File: src/rtl/bcs_pkg.sv
package bcs_pkg;
  typedef enum logic [1:0] {
    OP_ACT = 2'd0,
    OP_PRE = 2'd1,
    OP_RD  = 2'd2,
    OP_WR  = 2'd3
  } op_e;

  typedef enum logic [1:0] {
    ST_NONE     = 2'd0,
    ST_FAST     = 2'd1,
    ST_SERIAL   = 2'd2,
    ST_FALLBACK = 2'd3
  } stat_e;
endpackage

File: src/rtl/bcs_classify.sv
module bcs_classify
  import bcs_pkg::*;
#(
  parameter int BANK_W    = 3,
  parameter int ROW_W     = 12,
  parameter int SA_W      = 3,
  parameter int LEN_W     = 16,
  parameter int ROW_BYTES = 4096
) (
  input  logic              zero,
  input  logic [BANK_W-1:0] src_bank,
  input  logic [ROW_W-1:0]  src_row,
  input  logic [BANK_W-1:0] dst_bank,
  input  logic [ROW_W-1:0]  dst_row,
  input  logic [LEN_W-1:0]  len,
  output stat_e             mode,
  output logic [BANK_W-1:0] eff_bank,
  output logic [ROW_W-1:0]  eff_row
);
  localparam int LOW_W = ROW_W - SA_W;

  function automatic logic [SA_W-1:0] sa_of(input logic [ROW_W-1:0] r);
    return r[ROW_W-1 -: SA_W];
  endfunction

  function automatic logic [ROW_W-1:0] zero_row_of(input logic [ROW_W-1:0] r);
    return {sa_of(r), {LOW_W{1'b0}}};
  endfunction

  logic whole_row, same_sa;

  always_comb begin
    eff_bank  = zero ? dst_bank : src_bank;
    eff_row   = zero ? zero_row_of(dst_row) : src_row;
    whole_row = (len == LEN_W'(ROW_BYTES));
    same_sa   = (eff_bank == dst_bank) && (sa_of(eff_row) == sa_of(dst_row));
    if (!whole_row)   mode = ST_FALLBACK;
    else if (same_sa) mode = ST_FAST;
    else              mode = ST_SERIAL;
  end
endmodule

File: src/rtl/bcs_timer.sv
module bcs_timer #(
  parameter int TW = 8
) (
  input  logic          clk,
  input  logic          rst_n,
  input  logic          clear,
  input  logic          load,
  input  logic [TW-1:0] gap,
  output logic          ready
);
  logic [TW-1:0] cnt;

  assign ready = (cnt <= TW'(1));

  always_ff @(posedge clk) begin
    if (!rst_n)          cnt <= '0;
    else if (clear)      cnt <= '0;
    else if (load)       cnt <= gap;
    else if (cnt != '0)  cnt <= cnt - TW'(1);
  end

  AST_LOAD_WHEN_READY: assert property (@(posedge clk) disable iff (!rst_n)
    load |-> ready);
endmodule

File: src/rtl/bulk_copy_seq.sv
module bulk_copy_seq
  import bcs_pkg::*;
#(
  parameter int BANK_W    = 3,
  parameter int ROW_W     = 12,
  parameter int SA_W      = 3,
  parameter int LEN_W     = 16,
  parameter int ROW_BYTES = 4096,
  parameter int TW        = 8,
  localparam int COLS     = ROW_BYTES / 64,
  localparam int COL_W    = $clog2(COLS)
) (
  input  logic              clk,
  input  logic              rst_n,
  input  logic              req_valid,
  output logic              req_ready,
  input  logic              req_zero,
  input  logic [BANK_W-1:0] req_src_bank,
  input  logic [ROW_W-1:0]  req_src_row,
  input  logic [BANK_W-1:0] req_dst_bank,
  input  logic [ROW_W-1:0]  req_dst_row,
  input  logic [LEN_W-1:0]  req_len,
  output logic              flush_req,
  input  logic              flush_ack,
  output logic [BANK_W-1:0] flush_src_bank,
  output logic [ROW_W-1:0]  flush_src_row,
  output logic [BANK_W-1:0] flush_dst_bank,
  output logic [ROW_W-1:0]  flush_dst_row,
  input  logic [TW-1:0]     t_rcd,
  input  logic [TW-1:0]     t_ras,
  input  logic [TW-1:0]     t_rp,
  input  logic [TW-1:0]     t_rtw,
  input  logic              cmd_stall,
  output logic              cmd_valid,
  output logic [1:0]        cmd_op,
  output logic [BANK_W-1:0] cmd_bank,
  output logic [ROW_W-1:0]  cmd_row,
  output logic [COL_W-1:0]  cmd_col,
  output logic              done,
  output logic [1:0]        done_status
);
  typedef enum logic [3:0] {
    S_IDLE, S_FLUSH, S_ACT_S, S_ACT_D, S_RD, S_WR, S_PRE_S, S_PRE_D, S_FIN
  } state_e;

  state_e            state, nxt;
  stat_e             mode_q, cls_mode;
  logic [BANK_W-1:0] sb_q, db_q, cls_bank;
  logic [ROW_W-1:0]  sr_q, dr_q, cls_row;
  logic [COL_W-1:0]  col_q;
  logic              accept, fire, is_cmd, tmr_ready, tmr_clear, last_col;
  op_e               c_op;
  logic [TW-1:0]     c_gap;

  bcs_classify #(
    .BANK_W(BANK_W), .ROW_W(ROW_W), .SA_W(SA_W), .LEN_W(LEN_W), .ROW_BYTES(ROW_BYTES)
  ) cls_i (
    .zero(req_zero), .src_bank(req_src_bank), .src_row(req_src_row),
    .dst_bank(req_dst_bank), .dst_row(req_dst_row), .len(req_len),
    .mode(cls_mode), .eff_bank(cls_bank), .eff_row(cls_row)
  );

  bcs_timer #(.TW(TW)) tmr_i (
    .clk(clk), .rst_n(rst_n), .clear(tmr_clear), .load(fire),
    .gap(c_gap), .ready(tmr_ready)
  );

  assign req_ready = (state == S_IDLE);
  assign accept    = req_valid && req_ready;
  assign tmr_clear = accept || (state == S_FLUSH && flush_ack);
  assign last_col  = (col_q == COL_W'(COLS - 1));
  assign fire      = is_cmd && tmr_ready && !cmd_stall;

  always_comb begin
    is_cmd   = 1'b1;
    c_op     = OP_ACT;
    cmd_bank = sb_q;
    cmd_row  = sr_q;
    cmd_col  = '0;
    c_gap    = '0;
    nxt      = state;
    case (state)
      S_ACT_S: begin c_gap = t_rcd; nxt = S_ACT_D; end
      S_ACT_D: begin
        cmd_bank = db_q; cmd_row = dr_q;
        c_gap = (mode_q == ST_FAST) ? t_ras : t_rcd;
        nxt   = (mode_q == ST_FAST) ? S_PRE_D : S_RD;
      end
      S_RD: begin c_op = OP_RD; cmd_col = col_q; c_gap = t_rtw; nxt = S_WR; end
      S_WR: begin
        c_op = OP_WR; cmd_bank = db_q; cmd_row = dr_q; cmd_col = col_q;
        c_gap = last_col ? t_ras : '0;
        nxt   = last_col ? S_PRE_S : S_RD;
      end
      S_PRE_S: begin c_op = OP_PRE; nxt = S_PRE_D; end
      S_PRE_D: begin
        c_op = OP_PRE; cmd_bank = db_q; cmd_row = dr_q; c_gap = t_rp; nxt = S_FIN;
      end
      default: is_cmd = 1'b0;
    endcase
  end

  always_ff @(posedge clk) begin
    if (!rst_n) begin
      state  <= S_IDLE;
      mode_q <= ST_NONE;
      sb_q   <= '0; sr_q <= '0; db_q <= '0; dr_q <= '0;
      col_q  <= '0;
    end else begin
      case (state)
        S_IDLE: if (accept) begin
          mode_q <= cls_mode;
          sb_q   <= cls_bank;     sr_q <= cls_row;
          db_q   <= req_dst_bank; dr_q <= req_dst_row;
          col_q  <= '0;
          state  <= (cls_mode == ST_FALLBACK) ? S_FIN : S_FLUSH;
        end
        S_FLUSH: if (flush_ack) state <= S_ACT_S;
        S_FIN:   if (tmr_ready) state <= S_IDLE;
        default: if (fire) begin
          state <= nxt;
          if (state == S_WR) col_q <= col_q + COL_W'(1);
        end
      endcase
    end
  end

  assign cmd_valid      = fire;
  assign cmd_op         = c_op;
  assign flush_req      = (state == S_FLUSH);
  assign flush_src_bank = sb_q;
  assign flush_src_row  = sr_q;
  assign flush_dst_bank = db_q;
  assign flush_dst_row  = dr_q;
  assign done           = (state == S_FIN) && tmr_ready;
  assign done_status    = done ? mode_q : ST_NONE;

  AST_STALL_BLOCKS: assert property (@(posedge clk) disable iff (!rst_n)
    cmd_stall |-> !cmd_valid);
  AST_FLUSH_FIRST: assert property (@(posedge clk) disable iff (!rst_n)
    flush_req |-> !cmd_valid);
  AST_DONE_PULSE: assert property (@(posedge clk) disable iff (!rst_n)
    done |=> !done);
  AST_ONE_IN_FLIGHT: assert property (@(posedge clk) disable iff (!rst_n)
    req_ready |-> (!cmd_valid && !flush_req && !done));
  AST_FALLBACK_QUICK: assert property (@(posedge clk) disable iff (!rst_n)
    (accept && cls_mode == ST_FALLBACK) |=> (done && done_status == 2'd3));
endmodule

File: config.mk
export PLATFORM = sky130hd
export DESIGN_NAME = bulk_copy_seq
export DESIGN_NICKNAME = d
export VERILOG_FILES = /design/src/rtl/bcs_pkg.sv /design/src/rtl/bcs_classify.sv /design/src/rtl/bcs_timer.sv /design/src/rtl/bulk_copy_seq.sv
export SDC_FILE = /design/constraint.sdc
export NUM_CORES = 1
export LEC_CHECK = 0
export ABC_AREA = 1
export BUFFER_PORTS_ARGS = -buffer_cell sky130_fd_sc_hd__clkbuf_2
export CELL_PAD_IN_SITES_DETAIL_PLACEMENT = 1
export CELL_PAD_IN_SITES_GLOBAL_PLACEMENT = 1
export CORE_UTILIZATION = 32
export DETAILED_ROUTE_END_ITERATION = 16
export MAX_ROUTING_LAYER = met4
export PLACE_DENSITY_LB_ADDON = 0.05
export SYNTH_ARGS = -nofsm -noshare
export SYNTH_HDL_FRONTEND = slang
export SYNTH_HIERARCHICAL = 1
export SYNTH_SLANG_ARGS = --single-unit
File: constraint.sdc
create_clock -name clk -period 2.6 [get_ports clk]
set_input_delay 0.13 -clock clk [delete_from_list [all_inputs] [get_ports clk]]
set_output_delay 0.13 -clock clk [all_outputs]
set_load 0.02 [all_outputs]
# Word level (Yosys, flattened, before mapping)
# Index checks and enable logic that the tools add are counted.
dict set report classes {
  addsub 2
  n_lt_le_gt_ge 1
  eq_ne 17
  mux 28
  bitwise_logic 2
  reduce_logical 24
}
# cell count
set ops {}
lappend ops {{case mux 8 bit (5 select lines)} 1}
lappend ops {{2-to-1 mux 8 bit} 4}
lappend ops {{2-to-1 mux 12 bit} 2}
lappend ops {{2-to-1 mux 6 bit} 4}
lappend ops {{case mux 4 bit (6 select lines)} 1}
lappend ops {{2-to-1 mux 4 bit} 5}
lappend ops {{== test 16 x 13 -> 1 bit (second input constant)} 1}
lappend ops {{== test 4 x 3 -> 1 bit (second input constant)} 4}
lappend ops {{case mux 4 bit (3 select lines)} 1}
lappend ops {{case mux 6 bit (2 select lines)} 1}
lappend ops {{2-to-1 mux 2 bit} 5}
lappend ops {{nonzero test 9 bit} 1}
lappend ops {{== test 4 x 2 -> 1 bit (second input constant)} 2}
lappend ops {{less-or-equal comparator 8 x 1 -> 1 bit (second input constant)} 1}
lappend ops {{nonzero test 8 bit} 1}
lappend ops {{OR reduction 2 bit} 4}
lappend ops {{subtractor 8 x 1 -> 8 bit (second input constant)} 1}
lappend ops {{adder 6 x 1 -> 6 bit (second input constant)} 1}
lappend ops {{== test 3 bit} 2}
lappend ops {{== test 6 bit (second input constant)} 1}
lappend ops {{logical AND 1 bit} 6}
lappend ops {{2-to-1 mux 3 bit} 2}
lappend ops {{case mux 2 bit (3 select lines)} 1}
lappend ops {{nonzero test 2 bit} 3}
lappend ops {{other kinds (17)} 19}
dict set report totals {
  register_bits 50
  input_bits 84
  out_inout_bits 59
  word_cells 82
}

# Logic depth before layout (Yosys ltp)
# Gate-level depths: netlist of the first run.
dict set report logic_depth {
  depth_word 9
  depth_mapped 14
  mapped_depth_nobuf 14
}

# By module
# The synthesis of the first run kept the hierarchy.
# module instances cells_per_inst area_each_um2 seq_area_each_um2
set modules_own_cells {}
lappend modules_own_cells {bulk_copy_seq 1 368 2389.8 840.8}
lappend modules_own_cells {bcs_timer 1 85 535.5 160.2}
lappend modules_own_cells {bcs_classify 1 90 397.9 0.0}

# Least setup slack after synthesis of the first run
# No wires, ideal clock.
dict set report synth_path {
  path_type {register to register}
  from {register tmr_i.cnt[0]}
  to {register tmr_i.cnt[2]}
  setup_ps 114
  arrival_time_ps 1990
  required_time_ps 2486
  path_slack_ps 496
  stages_incl_launch_ff 14
  path_buffers 1
  period_less_slack_ps 2104
  cell_sequence {dfxtp_1 -> inv_1 -> ha_1 -> o21ai_0 -> nor2_1 -> inv_1 -> nor2_1 -> o211ai_1 -> inv_1 -> inv_1 -> buf_4 -> o21a_1 -> a21oi_1 -> nor2_1}
}
dict set report synth_between {
  elab_chain_cells 4
  elab_cells_between_ends 8
  cone_classes {add/sub (1); order compare (1); mux (2); reduce/logical (4)}
}
# element line
set synth_lines {}
lappend synth_lines {{start: declaration} bcs_timer.sv:11} ;# logic [TW-1:0] cnt;
lappend synth_lines {{start signal: assignment} bcs_timer.sv:18} ;# else if (load) cnt <= gap;
lappend synth_lines {{start signal: assignment} bcs_timer.sv:19} ;# else if (cnt != '0) cnt <= cnt - TW'(1);
lappend synth_lines {{less-or-equal comparator 8 x 1 -> 1 bit *} bcs_timer.sv:13} ;# assign ready = (cnt <= TW'(1));
lappend synth_lines {{net tmr_ready} bulk_copy_seq.sv:51} ;# logic accept, fire, is_cmd, tmr_ready, tmr_clear, last_col;
lappend synth_lines {{logical AND 1 bit * (2 in series)} bulk_copy_seq.sv:72} ;# assign fire = is_cmd && tmr_ready && !cmd_stall;
lappend synth_lines {{net cmd_valid} bulk_copy_seq.sv:34} ;# output logic cmd_valid,
lappend synth_lines {{2-to-1 mux 8 bit / nonzero test 2 bit (equally long branches)} n/a}
# The timed path passes the listed nets; every way through them passes the cells marked *. The select of a mux whose other input is x is not followed.
# A chain may end at the register's enable or synchronous reset.

# Worst setup path after layout of the first run
dict set report layout_path {
  from {register tmr_i.cnt[0]}
  to {output cmd_valid}
}
dict set report layout_between {
  elab_chain_cells 3
}
# element line
set layout_lines {}
lappend layout_lines {{less-or-equal comparator 8 x 1 -> 1 bit} bcs_timer.sv:13}
lappend layout_lines {{net tmr_ready} bulk_copy_seq.sv:51}
lappend layout_lines {{logical AND 1 bit (2 in series)} bulk_copy_seq.sv:72}
lappend layout_lines {{end: declaration} bulk_copy_seq.sv:34}
# The timed path passes the listed nets, and every way through them passes these cells.

==> run summary, run 1 <==
Critical Path Fanout Max -> 6
RSZ-0062 raised after global routing -> no
switching power -> 2.01 mW
CTS max path bufs -> 2
Initial Utilization -> 33.5%
via-per-instance ratio -> 4.81
post-route setup slack -> 245 ps
Top Usage Layer GRT -> met2
Yosys cell types -> 32
dominant synthesized flop cell -> dfxtp_1
met2 usage -> 37.0%
Tcrit/Tclk final -> 90.6%
number of DRC markers in iteration 0 -> 116
largest area contributor in the netlist -> dfxtp_1
DR DRC count -> 0
kind of critical path -> flip-flop to output port
root buffer selected by CTS -> clkbuf_8
Yosys reg bits -> 50
Hold Path Class -> input pin to flip-flop
Setup-failing EPs final -> 0
Routed WL -> 11200 um
switch share -> 51.7%
power per cell area -> 926 nW/um^2
WP data arrival -> 2220 ps
Seq pwr share -> 29.0%
worst setup path startpoint -> tmr_i/cnt[0]
Die W -> 104 um
fmax -> 0.425 GHz
main area contributors after synthesis -> dfxtp_1, nand2_1, nand3_1
H-tree Lvls -> 2
clock group share of total power -> 13.1%
start point of the worst hold path -> req_dst_row[6]
count of antenna-violating nets left after detailed routing -> 0
dpl hpwl -> 8740 um
max-cap violation count -> 0
VDD IR max -> 0.318 mV
worst skew pair latency -> 320 ps
core footprint -> 9910 um^2
area share of the largest cell type after synthesis -> 30.1%
synth cell count leaders -> nand2_1, nor2_1, inv_1
FFs w/ async S/R, synth -> 0%
port bufs -> 142
Worst setup SP type -> flip-flop
Pint -> 1.88 mW
met1 global-route usage -> 27.4%
vias -> 3894
CTS tree -> yes
syn_nets -> 630
Synth-to-Final Area Change -> 26.3%
clock transition at the registers of the reported paths -> 120 ps
Ys Warns -> 6
Routed WL per cell -> 13.9 um
final core occ -> 42.4%
diode count -> 0
FP Rows -> 36
Total GRT Usage -> 21.8%
Layout Skew -> 16.5 ps
gr ovfl total -> 0
Max-slew headroom -> 55.3%
Fin Hold WS -> 49.0 ps
Crit. End Element -> output port
Mean Syn Cell Area -> 6.12 um^2
fin nets -> 762
CTS sink count -> 50
largest net degree at the start of global routing -> 41
most frequent cell after synthesis -> nand2_1
Final Hold Vio Count -> 0
Seq/Total Area, Yosys -> 30.1%
Num CTS Buffers -> 5
die area -> 10800 um^2
Cells after Synth -> 543
Tmin final -> 2350 ps
synthesized area -> 3320 um^2
setup slack after placement -> 209 ps
routability cong. -> 0.874
Pleak -> 2.12 nW
Worst-Margin Slew -> 666 ps
initial antenna violation count -> 0
combinational share of power -> 58.0%
fraction of layout cells with a size suffix above 1 -> 27.7%
footprint of the multi-input gates -> 1900 um^2
first-pass GRT wire length -> 19000 um
FILL cells -> 1417
Seq. cell area -> 1000 um^2
fin. max-slew vios -> 0
Post-synth EDFFs -> 0
I/O pin count -> 143
M3 GR Usage -> 3.51%
Final Power -> 3.89 mW
router iterations before antenna repair -> 4
status -> finished clean
vias in the first global route -> 3958
FF-to-FF Start -> tmr_i/cnt[0]
required time worst endpoint -> 2470 ps
Die H -> 104 um
setup_tns -> 0 ps
[worst max-delay path: stages, from the launching register on]
cell and delay (ps):
dfxtp_1 350, inv_1 150, ha_2 260, o21ai_0 110, nor2_1 140, inv_1 110
nor2_1 160, o211ai_1 150, inv_1 150, buf_4 160, clkbuf_2 180
[cells by family (layout without fill, tap and decap cells)]
| kind of cell | after synthesis | count (layout) | share of synthesized area [%] |
|---|---|---|---|
| AO/OA/AOI/OAI | 100 | 100 | 15.4 |
| adder cells (fa/ha/maj) | 3 | 3 | 1.13 |
| buffers and inverters | 96 | 229 | 12.9 |
| flip-flops | 50 | 50 | 30.1 |
| AND/OR/NAND/NOR | 294 | 294 | 40.4 |
[metrics by stage]
step / cells / cell area [um^2]
6_report: 809 / 4200
3_3_place_gp: 800 / 4090
2_1_floorplan: 543 / 3320
5_1_grt: 809 / 4200
4_1_cts: 808 / 4180
3_5_place_dp: 800 / 4090
[layer usage]
layer  wire length [um]  up-vias  share of wire (%)
li1                   -     2007                  -
met1               5360     1775                 48
met2               5300      106                 47
met3                480        6                4.3
met4                 85        0               0.76
met5                  0        -                  0
[layout by cell type (no fill, tap or decap), types with 2 or more instances in the layout]
cell type | Yosys | routed
a21oi_1 | 41 | 41
nor2_2 | 5 | 6
inv_1 | 68 | 67
nand4_1 | 12 | 12
buf_4 | 2 | 6
clkbuf_2 | 0 | 142
nand2_4 | 2 | 2
ha_1 | 3 | 2
o21ai_0 | 50 | 50
nand2_2 | 7 | 7
nor3_1 | 2 | 2
inv_2 | 4 | 4
nand2_1 | 117 | 117
dfxtp_1 | 50 | 50
o21ai_1 | 4 | 4
clkbuf_8 | 0 | 5
nor2_4 | 6 | 6
nand3b_1 | 4 | 4
nand3_1 | 62 | 62
nor2_1 | 74 | 73
[registers in the layout, indices dropped and copies added (netlist names)]
name / count
flush_dst_row: 12
flush_dst_bank: 3
col_q: 6
tmr_i/cnt: 8
mode_q: 2
state: 4
flush_src_row: 12
flush_src_bank: 3
[final timing paths]
kind | endpoint | slack (ps) | depth (start not counted)
worst max-delay path | cmd_valid | 250 | 10
worst min-delay path | flush_dst_row[6] | 50 | 3
worst max register to register | tmr_i/cnt[2] | 360 | 13
worst min register to register | flush_src_bank[0] | 480 | 2
[area by class of cell]
type,instances,area share [%]
inverters,73,6.62
repair buffers,148,18.0
multi-input cells,397,45.2
well taps,133,3.96
clock inverters,3,0.686
flip-flops and latches,50,23.8
clock buffers,5,1.64
[timing repair]
action,4_1_cts,5_1_grt
buffers inserted,0,1
gates resized for setup,0,2
hold buffers,0,0
setup endpoints to repair,0,7
[power groups by stage]
stage          clock network [mW]  logic [mW]  registers [mW]
6_report                    0.507        2.25            1.13
5_1_grt                     0.559        2.52            1.15
4_1_cts                     0.529        2.26            1.13
3_5_place_dp                    0        2.25            1.14
3_3_place_gp                    0        2.22            1.13
2_1_floorplan                   0        1.53            1.25
No activity file was read; power rests on OpenSTA's default activity.
==> run 2: changes to the inputs <==
Settings changed: CORE_UTILIZATION 32 to 31, MAX_ROUTING_LAYER met4 to default, SYNTH_HIERARCHICAL 1 to default.
==> run summary, run 2 <==
Resize count post-CTS -> 0 (unchanged)
dominant synthesized flop cell -> dfxtp_1 (unchanged)
area share of the largest cell type after synthesis -> 31.9% (was 30.1%)
Tcrit/Tclk final -> 77.7% (was 90.6%)
core footprint -> 9770 um^2 (was 9910 um^2)
Seq/Total Area, Yosys -> 31.9% (was 30.1%)
Setup-failing EPs final -> 0 (unchanged)
Worst setup SP type -> flip-flop (unchanged)
max incr delay on CP -> 400 ps (was 350 ps)
die area -> 10500 um^2 (was 10800 um^2)
status -> finished clean (unchanged)
Die H -> 103 um (was 104 um)
H-tree Lvls -> 2 (unchanged)
largest area contributor in the netlist -> dfxtp_1 (unchanged)
Ys Warns -> 0 (was 6)
clock transition at the registers of the reported paths -> 100 ps (was 120 ps)
Routed WL -> 10400 um (was 11200 um)
Hold Path Class -> input pin to flip-flop (unchanged)
Final Hold Vio Count -> 0 (unchanged)
DR DRC count -> 0 (unchanged)
CP max stage cell -> dfxtp_1 (unchanged)
Synth-to-Final Area Change -> 29.4% (was 26.3%)
via-per-instance ratio -> 4.63 (was 4.81)
Worst-Margin Slew -> 514 ps (was 666 ps)
kind of critical path -> flip-flop to output port (unchanged)
count of antenna-violating nets left after detailed routing -> 0 (unchanged)
gr ovfl total -> 0 (unchanged)
switching power -> 1.65 mW (was 2.01 mW)
required time worst endpoint -> 2470 ps (about the same)
syn_nets -> 582 (was 630)
Max-slew headroom -> 65.7% (was 55.3%)
router iterations before antenna repair -> 4 (unchanged)
vias -> 3543 (was 3894)
Cells after Synth -> 494 (was 543)
Die W -> 103 um (was 104 um)
most common cell after layout, fill and taps aside -> clkbuf_2 (unchanged)
largest net degree at the start of global routing -> 42 (was 41)
Initial Utilization -> 32.1% (was 33.5%)
crit path buf inv count -> 4 (was 5)
Yosys cell types -> 35 (was 32)
Yosys reg bits -> 50 (unchanged)
root buffer selected by CTS -> clkbuf_8 (unchanged)
port bufs -> 142 (unchanged)
diode count -> 0 (unchanged)
Post-synth EDFFs -> 0 (unchanged)
vias in the first global route -> 3525 (was 3958)
I/O pin count -> 143 (unchanged)
clock group share of total power -> 17.0% (was 13.1%)
critical path, cell by cell -> inv_2 -> o21ai_1 -> inv_1 -> nand2_1 -> buf_4 -> nand2_1 -> o21ai_0 -> clkbuf_2 (was inv_1 -> ha_2 -> o21ai_0 -> nor2_1 -> inv_1 -> nor2_1 -> o211ai_1 -> inv_1 -> buf_4 -> clkbuf_2)
setup_tns -> 0 ps (unchanged)
footprint of the multi-input gates -> 1810 um^2 (was 1900 um^2)
setup slack after placement -> 795 ps (was 209 ps)
post-route setup slack -> 580 ps (was 245 ps)
Crit. End Element -> output port (unchanged)
Total GRT Usage -> 20.0% (was 21.8%)
switch share -> 47.8% (was 51.7%)
main area contributors after synthesis -> dfxtp_1, nand2_1, o21ai_0 (was dfxtp_1, nand2_1, nand3_1)
CTS tree -> yes (unchanged)
placed insts -> 757 (was 800)
Tmin final -> 2020 ps (was 2350 ps)
cell family contributing the most delay on the critical path -> buffers and inverters (unchanged)
WP data arrival -> 1890 ps (was 2220 ps)
cell mode on critical path -> nand2_1 (was inv_1)
cts hold-fix bufs -> 0 (unchanged)
Layout Skew -> 8.06 ps (was 16.5 ps)
Critical Path Fanout Max -> 30 (was 6)
Routed WL per cell -> 13.5 um (was 13.9 um)
fraction of layout cells with a size suffix above 1 -> 29.4% (was 27.7%)
worst skew pair latency -> 310 ps (was 320 ps)
synthesized area -> 3140 um^2 (was 3320 um^2)
Final Power -> 3.45 mW (was 3.89 mW)
Seq. cell area -> 1000 um^2 (unchanged)
Pleak -> 2.04 nW (was 2.12 nW)
Seq pwr share -> 31.4% (was 29.0%)
RSZ-0062 raised after global routing -> no (unchanged)
Num CTS Buffers -> 5 (unchanged)
Post-CTS Setup Repair Bufs -> 0 (unchanged)
Pint -> 1.80 mW (was 1.88 mW)
routability cong. -> 0.858 (was 0.874)
FILL cells -> 1365 (was 1417)
Final Non-Filler Cells -> 765 (was 809)
fmax -> 0.495 GHz (was 0.425 GHz)
power per cell area -> 848 nW/um^2 (was 926 nW/um^2)
FFs w/ async S/R, synth -> 0% (unchanged)
max-cap violation count -> 0 (unchanged)
CTS max path bufs -> 2 (unchanged)
fin. max-slew vios -> 0 (unchanged)
VDD IR max -> 0.321 mV (was 0.318 mV)
Mean Syn Cell Area -> 6.35 um^2 (was 6.12 um^2)
most frequent cells in the layout -> clkbuf_2, nand2_1, o21ai_0 (was clkbuf_2, nand2_1, nor2_1)
combinational share of power -> 51.6% (was 58.0%)
initial antenna violation count -> 0 (unchanged)
most frequent cell after synthesis -> nand2_1 (unchanged)
FP Rows -> 36 (unchanged)
first-pass GRT wire length -> 16500 um (was 19000 um)
number of DRC markers in iteration 0 -> 51 (was 116)
dpl hpwl -> 8410 um (was 8740 um)
CTS sink count -> 50 (unchanged)
final core occ -> 41.6% (was 42.4%)
fin nets -> 719 (was 762)
synth cell count leaders -> nand2_1, o21ai_0, inv_1 (was nand2_1, nor2_1, inv_1)
-- run 2: layer usage --
layer,GRT usage (%),vias up,share of wire [%]
li1,-,1850,-
met5,0,-,0
met4,6.37,0,1.7
met2,37.1,104,50
met3,4.68,10,6.0
met1,22.6,1579,42
-- run 2: path summary, 6_finish.rpt --
path                    start                to  slack [ps]  cells after the start
max                  state[3]       cmd_bank[2]         580                      8
max reg2reg          state[0]  flush_src_row[7]         820                      7
min            req_src_row[0]  flush_src_row[0]          40                      3
min reg2reg  flush_dst_row[6]  flush_dst_row[6]         470                      2
-- run 2: cell type report --
class / count / area share, %
clock inverter: 3 / 1.20
sequential: 50 / 24.6
inverter: 63 / 5.82
clock buffer: 5 / 1.69
timing repair buffer: 144 / 17.9
multi-input combinational: 367 / 44.7
tap: 133 / 4.10
-- run 2: cells by family (layout without fill, tap and decap cells) --
kind of cell,after synthesis,in the layout,share of synthesized area [%]
AND/OR/NAND/NOR,244,244,35.4
XOR/XNOR,8,8,2.23
flip-flops,50,50,31.9
buffers and inverters,77,215,10.3
AO/OA/AOI/OAI,111,111,18.5
adder cells (fa/ha/maj),4,4,1.59
-- run 2: power by group through the flow --
stage / clock, mW / combinational (mW) / sequential, mW
finish: 0.584 / 1.78 / 1.08
global route: 0.645 / 2.00 / 1.10
CTS: 0.611 / 1.80 / 1.08
detailed placement: 0 / 1.80 / 1.10
global placement: 0 / 1.75 / 1.09
floorplan: 0 / 1.21 / 1.18
-- run 2: per-stage QoR --
stage	hold WS, ps	cell area, um^2
6_report	42.5	4060
5_1_grt	28.0	4060
4_1_cts	31.1	4060
3_5_place_dp	377	3940
3_3_place_gp	368	3940
2_1_floorplan	269	3140
-- run 2: worst min-delay path, cell delays in order --
cell and delay [ps]:
clkbuf_2 80, inv_1 30, o21ai_0 70
==> run 3: changes to the inputs <==
Clock period 2.6 ns to 2.1 ns, I/O delays scaled along.
==> run summary, run 3 (synthesis gave the netlist of run 2 again) <==
fraction of layout cells with a size suffix above 1 -> 29.7% (was 29.4%)
Seq pwr share -> 31.4% (about the same)
fin. max-slew vios -> 0 (unchanged)
Final Power -> 4.27 mW (was 3.45 mW)
Final Hold Vio Count -> 0 (unchanged)
routability cong. -> 0.824 (was 0.858)
Routed WL -> 10600 um (was 10400 um)
Routed WL per cell -> 13.8 um (was 13.5 um)
Synth-to-Final Area Change -> 29.6% (was 29.4%)
RSZ-0062 raised after global routing -> no (unchanged)
CTS sink count -> 50 (unchanged)
count of antenna-violating nets left after detailed routing -> 0 (unchanged)
root buffer selected by CTS -> clkbuf_8 (unchanged)
Total GRT Usage -> 20.9% (was 20.0%)
Layout Skew -> 8.48 ps (was 8.06 ps)
setup_tns -> 0 ps (unchanged)
worst skew pair latency -> 310 ps (about the same)
Pleak -> 2.04 nW (about the same)
Worst-Margin Slew -> 412 ps (was 514 ps)
router iterations before antenna repair -> 4 (unchanged)
DR DRC count -> 0 (unchanged)
Die W -> 103 um (unchanged)
fmax -> 0.528 GHz
core footprint -> 9770 um^2 (unchanged)
most common cell after layout, fill and taps aside -> clkbuf_2 (unchanged)
Tmin final -> 1890 ps
Hold Path Class -> input pin to flip-flop (unchanged)
I/O pin count -> 143 (unchanged)
Initial Utilization -> 32.1% (unchanged)
Fin Hold WS -> 18.4 ps (was 42.5 ps)
CTS max path bufs -> 2 (unchanged)
dpl hpwl -> 8520 um (was 8410 um)
Pint -> 2.23 mW (was 1.80 mW)
combinational share of power -> 51.5% (was 51.6%)
Num CTS Buffers -> 5 (unchanged)
diode count -> 0 (unchanged)
gr ovfl total -> 0 (unchanged)
first-pass GRT wire length -> 17300 um (was 16500 um)
number of DRC markers in iteration 0 -> 36 (was 51)
Crit. End Element -> output port (unchanged)
final instance area -> 4070 um^2 (was 4060 um^2)
vias in the first global route -> 3662 (was 3525)
most frequent cells in the layout -> clkbuf_2, nand2_1, o21ai_0 (unchanged)
WP data arrival -> 1790 ps (was 1890 ps)
clock group share of total power -> 17.1% (was 17.0%)
power per cell area -> 1050 nW/um^2 (was 848 nW/um^2)
required time worst endpoint -> 2000 ps (was 2470 ps)
DP Area -> 3940 um^2 (unchanged)
FP Rows -> 36 (unchanged)
Worst setup SP type -> flip-flop (unchanged)
status -> finished clean (unchanged)
Critical Path Fanout Max -> 9 (was 30)
kind of critical path -> flip-flop to output port (unchanged)
Max-slew headroom -> 72.5% (was 65.7%)
die area -> 10500 um^2 (unchanged)
VDD IR max -> 0.447 mV (was 0.321 mV)
largest net degree at the start of global routing -> 42 (unchanged)
switching power -> 2.04 mW (was 1.65 mW)
final core occ -> 41.6% (about the same)
Post-CTS Setup Repair Bufs -> 0 (unchanged)
clock transition at the registers of the reported paths -> 110 ps (was 100 ps)
vias -> 3576 (was 3543)
H-tree Lvls -> 2 (unchanged)
via-per-instance ratio -> 4.67 (was 4.63)
Setup-failing EPs final -> 0 (unchanged)
Die H -> 103 um (unchanged)
initial antenna violation count -> 0 (unchanged)
max-cap violation count -> 0 (unchanged)
fin nets -> 719 (unchanged)
Tcrit/Tclk final -> 90.2%
switch share -> 47.8% (about the same)
port bufs -> 142 (unchanged)
CTS tree -> yes (unchanged)
==> run 3: final cells by class <==
| type | instances | area (um^2) |
|---|---|---|
| Clock buffer | 5 | 68.8 |
| Tap cell | 133 | 166 |
| Multi-Input combinational cell | 367 | 1820 |
| Clock inverter | 3 | 48.8 |
| Fill cell | 1369 | 5710 |
| Timing Repair Buffer | 144 | 729 |
| Sequential cell | 50 | 1000 |
| Inverter | 63 | 236 |
==> run 3: layer usage <==
metal	global-route usage (%)	up-vias	part of all wire [%]
met5	0	-	0
met1	23.4	1619	42
li1	-	1846	-
met4	4.29	0	1.1
met2	39.7	105	50
met3	5.08	6	6.2
==> run 3: final timing paths <==
path | startpoint | end | slack, ps | cells past startpoint
min reg2reg | flush_dst_row[6] | flush_dst_row[6] | 470 | 2
max reg2reg | state[1] | flush_src_row[7] | 370 | 7
min | req_src_row[1] | flush_src_row[1] | 20 | 3
max | tmr_i.cnt[0] | cmd_valid | 210 | 7
==> run 3: through the flow <==
stage,setup slack (ps),std cells
floorplan,413,494
global placement,403,757
detailed placement,303,757
CTS,118,765
global route,20.5,765
finish,205,765
==> run 3: worst max-delay path, stage by stage (launching register included) <==
cell and delay [ps]:
dfxtp_1 350, inv_1 120, ha_1 240, nor2_1 80, nor2_2 170, nand2_2 160, inv_1 160, clkbuf_2 200
==> run 3: power by group through the flow <==
stage | combinational [mW] | sequential, mW | clock (mW)
CTS | 2.23 | 1.34 | 0.760
global placement | 2.17 | 1.35 | 0
finish | 2.20 | 1.34 | 0.731
detailed placement | 2.21 | 1.36 | 0
floorplan | 1.50 | 1.46 | 0
global route | 2.48 | 1.37 | 0.794
==> run 3: timing repair <==
item	4_1_cts	5_1_grt
resized for setup	0	3
hold buffers	0	0
setup endpoints to repair	0	3
